--- src/rtl/reg_alu_pkg.sv ---
`timescale 1ns/1ps
package reg_alu_pkg;

    typedef enum logic [1:0] {
        KIND_REGREG  = 2'd0,
        KIND_LOADIMM = 2'd1,
        KIND_ADDIMM  = 2'd2,
        KIND_RSVD    = 2'd3
    } op_kind_e;

    typedef enum logic [1:0] {
        ST_IDLE   = 2'd0,
        ST_FETCH  = 2'd1,
        ST_COMMIT = 2'd2
    } ctrl_state_e;

    localparam logic [3:0] SUB_COPY = 4'h0;
    localparam logic [3:0] SUB_OR   = 4'h1;
    localparam logic [3:0] SUB_AND  = 4'h2;
    localparam logic [3:0] SUB_XOR  = 4'h3;
    localparam logic [3:0] SUB_ADD  = 4'h4;
    localparam logic [3:0] SUB_SUB  = 4'h5;
    localparam logic [3:0] SUB_SHR  = 4'h6;
    localparam logic [3:0] SUB_RSB  = 4'h7;
    localparam logic [3:0] SUB_SHL  = 4'hE;

endpackage

--- src/rtl/reg_alu_ctrl.sv ---
`timescale 1ns/1ps
module reg_alu_ctrl
    import reg_alu_pkg::*;
(
    input  logic clk,
    input  logic rst_n,
    input  logic op_valid,
    input  logic illegal_in,
    output logic ready,
    output logic accept_en,
    output logic fetch_en,
    output logic commit_en,
    output logic done_q,
    output logic illegal_q
);

    ctrl_state_e state_q;
    ctrl_state_e state_d;

    always_comb begin
        state_d = state_q;
        unique case (state_q)
            ST_IDLE:   if (op_valid) state_d = ST_FETCH;
            ST_FETCH:  state_d = ST_COMMIT;
            ST_COMMIT: state_d = ST_IDLE;
            default:   state_d = ST_IDLE;
        endcase
    end

    always_ff @(posedge clk or negedge rst_n) begin
        if (!rst_n) state_q <= ST_IDLE;
        else        state_q <= state_d;
    end

    always_comb begin
        ready     = (state_q == ST_IDLE);
        accept_en = (state_q == ST_IDLE) && op_valid;
        fetch_en  = (state_q == ST_FETCH);
        commit_en = (state_q == ST_COMMIT);
    end

    always_ff @(posedge clk or negedge rst_n) begin
        if (!rst_n) begin
            done_q    <= 1'b0;
            illegal_q <= 1'b0;
        end else begin
            done_q    <= (state_q == ST_COMMIT);
            illegal_q <= (state_q == ST_COMMIT) && illegal_in;
        end
    end

endmodule

--- src/rtl/reg_alu_exec.sv ---
`timescale 1ns/1ps
module reg_alu_exec
    import reg_alu_pkg::*;
#(
    parameter  int DATA_W = 8,
    parameter  int NREG   = 16,
    localparam int IDX_W  = $clog2(NREG),
    localparam int FLAG_I = NREG - 1
) (
    input  logic                        clk,
    input  logic                        rst_n,
    input  logic                        accept_en,
    input  logic                        fetch_en,
    input  logic                        commit_en,
    input  logic [1:0]                  op_kind,
    input  logic [3:0]                  op_sub,
    input  logic [IDX_W-1:0]            op_x,
    input  logic [IDX_W-1:0]            op_y,
    input  logic [DATA_W-1:0]           op_imm,
    input  logic [NREG-1:0][DATA_W-1:0] rf_q,
    output logic                        res_we,
    output logic [IDX_W-1:0]            res_idx,
    output logic [DATA_W-1:0]           res_data,
    output logic                        flg_we,
    output logic [DATA_W-1:0]           flg_data,
    output logic                        illegal,
    output op_kind_e                    kind_q
);

    logic [3:0]        sub_q;
    logic [IDX_W-1:0]  x_q;
    logic [IDX_W-1:0]  y_q;
    logic [DATA_W-1:0] imm_q;
    logic [DATA_W-1:0] a_q;
    logic [DATA_W-1:0] b_q;

    // operation fields are latched when the request is accepted
    always_ff @(posedge clk or negedge rst_n) begin
        if (!rst_n) begin
            kind_q <= KIND_REGREG;
            sub_q  <= '0;
            x_q    <= '0;
            y_q    <= '0;
            imm_q  <= '0;
        end else if (accept_en) begin
            kind_q <= op_kind_e'(op_kind);
            sub_q  <= op_sub;
            x_q    <= op_x;
            y_q    <= op_y;
            imm_q  <= op_imm;
        end
    end

    // operands are captured one cycle later; x == y reads one register twice
    always_ff @(posedge clk or negedge rst_n) begin
        if (!rst_n) begin
            a_q <= '0;
            b_q <= '0;
        end else if (fetch_en) begin
            a_q <= rf_q[x_q];
            b_q <= rf_q[y_q];
        end
    end

    logic [DATA_W:0]   sum_w;
    logic [DATA_W:0]   dif_xy;
    logic [DATA_W:0]   dif_yx;
    logic [DATA_W-1:0] imm_sum;

    always_comb begin
        sum_w   = {1'b0, a_q} + {1'b0, b_q};
        dif_xy  = {1'b0, a_q} - {1'b0, b_q};
        dif_yx  = {1'b0, b_q} - {1'b0, a_q};
        imm_sum = a_q + imm_q;
    end

    logic              wr_res;
    logic              wr_flg;
    logic [DATA_W-1:0] res_val;
    logic              flag_bit;
    logic              bad_op;

    always_comb begin
        wr_res   = 1'b0;
        wr_flg   = 1'b0;
        res_val  = '0;
        flag_bit = 1'b0;
        bad_op   = 1'b0;
        unique case (kind_q)
            KIND_REGREG: begin
                case (sub_q)
                    SUB_COPY: begin wr_res = 1'b1; res_val = b_q; end
                    SUB_OR:   begin wr_res = 1'b1; res_val = a_q | b_q; end
                    SUB_AND:  begin wr_res = 1'b1; res_val = a_q & b_q; end
                    SUB_XOR:  begin wr_res = 1'b1; res_val = a_q ^ b_q; end
                    SUB_ADD: begin
                        wr_res   = 1'b1;
                        wr_flg   = 1'b1;
                        res_val  = sum_w[DATA_W-1:0];
                        flag_bit = sum_w[DATA_W];
                    end
                    SUB_SUB: begin
                        wr_res   = 1'b1;
                        wr_flg   = 1'b1;
                        res_val  = dif_xy[DATA_W-1:0];
                        flag_bit = ~dif_xy[DATA_W];
                    end
                    SUB_RSB: begin
                        wr_res   = 1'b1;
                        wr_flg   = 1'b1;
                        res_val  = dif_yx[DATA_W-1:0];
                        flag_bit = ~dif_yx[DATA_W];
                    end
                    SUB_SHR: begin
                        wr_res   = 1'b1;
                        wr_flg   = 1'b1;
                        res_val  = {1'b0, a_q[DATA_W-1:1]};
                        flag_bit = a_q[0];
                    end
                    SUB_SHL: begin
                        wr_res   = 1'b1;
                        wr_flg   = 1'b1;
                        res_val  = {a_q[DATA_W-2:0], 1'b0};
                        flag_bit = a_q[DATA_W-1];
                    end
                    default: bad_op = 1'b1;
                endcase
            end
            KIND_LOADIMM: begin wr_res = 1'b1; res_val = imm_q; end
            KIND_ADDIMM:  begin wr_res = 1'b1; res_val = imm_sum; end
            KIND_RSVD:    bad_op = 1'b1;
            default:      bad_op = 1'b1;
        endcase
    end

    always_comb begin
        res_we   = commit_en && wr_res;
        res_idx  = x_q;
        res_data = res_val;
        flg_we   = commit_en && wr_flg;
        flg_data = {{(DATA_W-1){1'b0}}, flag_bit};
        illegal  = bad_op;
    end

endmodule

--- src/rtl/reg_alu_regfile.sv ---
`timescale 1ns/1ps
module reg_alu_regfile #(
    parameter  int DATA_W = 8,
    parameter  int NREG   = 16,
    localparam int IDX_W  = $clog2(NREG),
    localparam int FLAG_I = NREG - 1
) (
    input  logic                        clk,
    input  logic                        rst_n,
    input  logic                        res_we,
    input  logic [IDX_W-1:0]            res_idx,
    input  logic [DATA_W-1:0]           res_data,
    input  logic                        flg_we,
    input  logic [DATA_W-1:0]           flg_data,
    output logic [NREG-1:0][DATA_W-1:0] rf_q
);

    for (genvar i = 0; i < NREG; i++) begin : g_reg
        if (i == FLAG_I) begin : g_flag
            // flag port is checked first so it wins a collision on the flag register
            always_ff @(posedge clk or negedge rst_n) begin
                if (!rst_n)                                  rf_q[i] <= '0;
                else if (flg_we)                             rf_q[i] <= flg_data;
                else if (res_we && res_idx == IDX_W'(i))     rf_q[i] <= res_data;
            end
        end else begin : g_plain
            always_ff @(posedge clk or negedge rst_n) begin
                if (!rst_n)                                  rf_q[i] <= '0;
                else if (res_we && res_idx == IDX_W'(i))     rf_q[i] <= res_data;
            end
        end
    end

endmodule

--- src/rtl/reg_alu_core.sv ---
`timescale 1ns/1ps
module reg_alu_core
    import reg_alu_pkg::*;
#(
    parameter  int DATA_W = 8,
    parameter  int NREG   = 16,
    localparam int IDX_W  = $clog2(NREG)
) (
    input  logic              clk,
    input  logic              rst_n,
    input  logic              op_valid,
    input  logic [1:0]        op_kind,
    input  logic [3:0]        op_sub,
    input  logic [IDX_W-1:0]  op_x,
    input  logic [IDX_W-1:0]  op_y,
    input  logic [DATA_W-1:0] op_imm,
    input  logic [IDX_W-1:0]  dbg_idx,
    output logic              op_ready,
    output logic              op_done,
    output logic              op_illegal,
    output logic [DATA_W-1:0] dbg_data
);

    logic accept_en;
    logic fetch_en;
    logic commit_en;
    logic illegal;

    logic                        res_we;
    logic [IDX_W-1:0]            res_idx;
    logic [DATA_W-1:0]           res_data;
    logic                        flg_we;
    logic [DATA_W-1:0]           flg_data;
    logic [NREG-1:0][DATA_W-1:0] rf_q;
    op_kind_e                    kind_q;

    reg_alu_ctrl u_ctrl (
        .clk        (clk),
        .rst_n      (rst_n),
        .op_valid   (op_valid),
        .illegal_in (illegal),
        .ready      (op_ready),
        .accept_en  (accept_en),
        .fetch_en   (fetch_en),
        .commit_en  (commit_en),
        .done_q     (op_done),
        .illegal_q  (op_illegal)
    );

    reg_alu_exec #(.DATA_W(DATA_W), .NREG(NREG)) u_exec (
        .clk       (clk),
        .rst_n     (rst_n),
        .accept_en (accept_en),
        .fetch_en  (fetch_en),
        .commit_en (commit_en),
        .op_kind   (op_kind),
        .op_sub    (op_sub),
        .op_x      (op_x),
        .op_y      (op_y),
        .op_imm    (op_imm),
        .rf_q      (rf_q),
        .res_we    (res_we),
        .res_idx   (res_idx),
        .res_data  (res_data),
        .flg_we    (flg_we),
        .flg_data  (flg_data),
        .illegal   (illegal),
        .kind_q    (kind_q)
    );

    reg_alu_regfile #(.DATA_W(DATA_W), .NREG(NREG)) u_rf (
        .clk      (clk),
        .rst_n    (rst_n),
        .res_we   (res_we),
        .res_idx  (res_idx),
        .res_data (res_data),
        .flg_we   (flg_we),
        .flg_data (flg_data),
        .rf_q     (rf_q)
    );

    assign dbg_data = rf_q[dbg_idx];

endmodule

--- config.mk ---
export PLATFORM = sky130hd
export DESIGN_NAME = reg_alu_core
export DESIGN_NICKNAME = d
export VERILOG_FILES = /design/src/rtl/reg_alu_pkg.sv /design/src/rtl/reg_alu_ctrl.sv /design/src/rtl/reg_alu_exec.sv /design/src/rtl/reg_alu_regfile.sv /design/src/rtl/reg_alu_core.sv
export SDC_FILE = /design/constraint.sdc
export NUM_CORES = 1
export LEC_CHECK = 0
export CAP_MARGIN = 20
export CORE_ASPECT_RATIO = 1.5
export CORE_MARGIN = 8
export CORE_UTILIZATION = 55
export DETAILED_ROUTE_END_ITERATION = 7
export PLACE_DENSITY_LB_ADDON = 0.15
export SKIP_LAST_GASP = 1
export SYNTH_ARGS = -nofsm -noshare
export SYNTH_HDL_FRONTEND = slang
export SYNTH_SLANG_ARGS = --single-unit
--- constraint.sdc ---
create_clock -name clk -period 3.2 [get_ports clk]
set_input_delay 0.64 -clock clk [delete_from_list [all_inputs] [get_ports clk]]
set_output_delay 0.64 -clock clk [all_outputs]
set_load 0.02 [all_outputs]
==> results.toml <==
[cts]
clk-insertion-delay-late_ns = 0.45
clock_input_transition_at_the_sequential_cells_of_the_worst_setup_and_hold_paths_ns = 0.06
ctsHtreeMaxLevel = 4
cts_inserted_buffers = 17
clockRootBuffer = "clkbuf_16"
tritoncts_clock_tree = "done"
clock_sinks = 170
ctsLongestPathBuffers = 2

[layout]
area.growth.synth_to_final_pct = 14.9
number_of_fillers_in_the_final_layout = 1627
util_after_layout_pct = 64.6
num_antenna_cells = 0
stdcell_count = 1387
stdcell_area_um2 = 13200
finish.net_count = 1187
post_route_cells_drive_above_1_share_pct = 24.2

[drt]
drt_pre_antenna_iters = 5
vias = 9093
wl_per_cell_um = 24.9
detail_route.wirelength_um = 34500
drc_errors = 0
post_drt_via_cell_ratio = 6.56
detailedRoute.firstIterationViolations = 729
ant_nets = 0

[timing]
setup_skew_after_layout_ns = 0.0133
finalWorstPathRequiredPeriod_ns = 3.17
max_fclk_mhz = 315
maxSlewViolCount = 0
hold_violations = 0
grt_setup_unrepaired = "no"
setup_viol = 0
maxSlewHeadroom_pct = 46.8
min_period_over_period_pct = 99.2
worst_slew_pin_slew_ns = 0.787

[floorplanning]
width_of_the_die_um = 134
boundaryPins = 40
die_height_um = 193
placeableCoreArea_um2 = 20400
die_area_um2 = 25800
row_count = 64
start_util_pct = 56.2

[worst_setup_path]
critical_path.reg2reg.startpoint = "u_exec.a_q[6]"
crit_path_max_fanout = 16
setup.worst_path.start_class = "input port"
setup.worst_path.end = "dbg_data[7]"
data_arrival_time_of_the_critical_path_ns = 2.53
r2r.worst_path.cells = 9
timing.reg2reg.setup_slack_ns = 0.14
nature_of_the_critical_path_endpoint = "output pin"
worstSetupStartpoint = "dbg_idx[1]"
critical_path.reg2reg.endpoint = "u_rf.rf_q[7]"
worst-setup-path-type = "in -> out"
critPathRequiredTime_ns = 2.56

[synth]
ys_seq_elements = 170
yosys_warnings = 0
synth_cell_type_count = 75
syn_area_um2 = 11500
gate_count_of_the_mapped_netlist = 1056
seq_area_frac_synth_pct = 37.1
postSynth.topFlopCell = "dfrtp_1"
synth_fp_nets = 1133
synth-edff-count = 0
syn_area_per_cell_um2 = 10.9
asyncSetResetFlopFracSynth_pct = 100

[global_routing]
grt_max_degree = 82
grt.total_usage_pct = 28.1
antenna_violations_before_repair = 0
grt_first_pass_wirelength_um = 54400
grt-ovfl-total = 0
via_count_of_the_first_global_routing_pass = 9306

[power]
internal-power_mw = 6.57
switching_share_pct = 40.7
clock_group_share_of_total_power_pct = 19.5
irDropWorstVdd_mv = 0.581
combPwrFrac_pct = 48.1
p_switching_mw = 4.51
leakagePower_nw = 5.44
power.density_cell_area_nw_per_um2 = 840
share_seq_of_total_power_pct = 32.5

[placement]
postPlaceCellArea_um2 = 12500
io_buffers = 39
gp_congestion = 0.964
hpwl_after_detailed_placement_um = 24500
dp.cells = 1354

[min_path]
worst_hold_path_type = "in -> async"

[outcome]
outcome = "finished, final reports clean"

[job]
maxCapViolCount = 0
-- registers in the layout, summed over array words and instances, names as in the netlist --
signal and cells:
u_ctrl.done_q 1, u_exec.a_q 8, u_exec.b_q 8, u_exec.imm_q 8
u_ctrl.illegal_q 1, u_exec.y_q 4, u_exec.res_idx 4, u_exec.sub_q 4
u_exec.kind_q 2, u_ctrl.state_q 2, u_rf.rf_q 128
-- cell usage after synthesis, types with 12 or more instances --
cell type	n	area, um^2
buf_2	26	130
a21oi_1	33	165
inv_1	38	143
nand2b_1	14	87.6
nor3_1	12	60.1
ha_1	44	551
mux2_2	21	236
nor2_1	37	139
clkbuf_1	49	184
dfrtp_1	170	4250
nand2_1	168	631
mux4_2	121	2730
a211oi_1	13	97.6
o21ai_0	141	706
-- logic make-up after synthesis --
logic type / Yosys count / synth area share [%]
DFF: 170 / 37.1
AOI/OAI and AO/OA: 266 / 13.9
xor gates and xnor gates: 9 / 0.687
and+or+nand+nor: 288 / 11.7
muxes: 153 / 26.8
adders and majority gates: 48 / 5.49
buffers and inverters: 122 / 4.39
-- layer usage --
| metal | wire length [um] | share of wire (%) | up-vias | GRT usage [%] |
|---|---|---|---|---|
| met5 | 0 | 0 | - | 0 |
| met4 | 2020 | 5.8 | 0 | 17.3 |
| met3 | 2140 | 6.2 | 108 | 4.59 |
| met2 | 17800 | 52 | 423 | 48.2 |
| met1 | 12600 | 36 | 4521 | 32.5 |
| li1 | - | - | 4041 | - |
-- repair_timing --
| item | CTS | global route |
|---|---|---|
| setup buffers | 0 | 0 |
| pin swaps | 0 | 0 |
| endpoints found under the setup margin | 12 | 2 |
| gates resized for setup | 10 | 3 |
| hold buffers | 0 | 0 |
| cloned | 1 | 0 |
-- cell type report --
| type | count | area [um^2] | area share [%] |
|---|---|---|---|
| inverter | 38 | 143 | 1.08 |
| timing repair buffer | 119 | 1110 | 8.44 |
| multi-input combinational | 764 | 6740 | 51.1 |
| clock inverter | 11 | 145 | 1.10 |
| sequential | 170 | 4260 | 32.3 |
| clock buffer | 21 | 460 | 3.49 |
| tap | 264 | 330 | 2.50 |
-- power groups by stage --
stage,Combinational (mW),Sequential (mW),Clock [mW]
after floorplan,3.81,3.22,0
after global placement,5.14,3.57,0
after detailed placement,5.22,3.59,0
after CTS,5.26,3.56,2.19
after global routing,5.76,3.68,2.27
final,5.32,3.60,2.16
-- critical path, stage by stage --
cell and delay [ns]:
dlygate4sd2_1 0.35, bufbuf_16 0.36, mux4_2 0.31, mux4_2 0.52, dlygate4sd2_1 0.35
-- worst min path at each step --
stage | startpoint | to | depth (start not counted)
floorplan | rst_n | u_ctrl.done_q | 0
global placement | rst_n | u_rf.rf_q[66] | 1
detailed placement | rst_n | u_rf.rf_q[66] | 1
CTS | rst_n | u_rf.rf_q[66] | 1
global route | rst_n | u_rf.rf_q[74] | 1
finish | rst_n | u_rf.rf_q[66] | 1
-- through the flow --
| stage | hold WS, ns | worst slack, ns | power [mW] | TNS [ns] |
|---|---|---|---|---|
| 5_1_grt | 0.0206 | 0.00892 | 11.7 | 0 |
| 4_1_cts | 0.0149 | 0.0379 | 11.0 | 0 |
| 2_1_floorplan | 0.344 | 0.337 | 7.02 | 0 |
| 6_report | 0.0287 | 0.0269 | 11.1 | 0 |
| 3_5_place_dp | 0.491 | -0.308 | 8.82 | -2.13 |
| 3_3_place_gp | 0.492 | -0.257 | 8.71 | -1.78 |
-- cells in the final DEF, fill, tap and decap left out, drive strengths merged, types with 4 or more instances in the layout --
master | synthesis | routed
nor2b | 11 | 11
nand3b | 5 | 5
and2 | 5 | 5
dlygate4sd2 | 0 | 9
dfrtp | 170 | 170
o21ai | 148 | 148
ha | 44 | 44
nor3b | 5 | 5
mux2 | 21 | 21
nand2 | 168 | 168
nor2 | 37 | 37
mux2i | 11 | 11
o31ai | 4 | 4
mux4 | 121 | 121
fa | 4 | 4
xnor2 | 5 | 5
o22ai | 4 | 4
nor3 | 13 | 13
clkdlybuf4s50 | 0 | 28
inv | 38 | 39
nor4 | 7 | 7
a31oi | 6 | 6
a21o | 8 | 8
nand2b | 14 | 14
clkinv | 0 | 4
a22oi | 5 | 5
xor2 | 4 | 4
o211ai | 8 | 8
a211oi | 13 | 13
a21oi | 35 | 35
buf | 33 | 81
o21bai | 5 | 5
nand3 | 7 | 7
a221oi | 4 | 4
clkbuf | 51 | 21
Power figures use the tool's default switching activity.
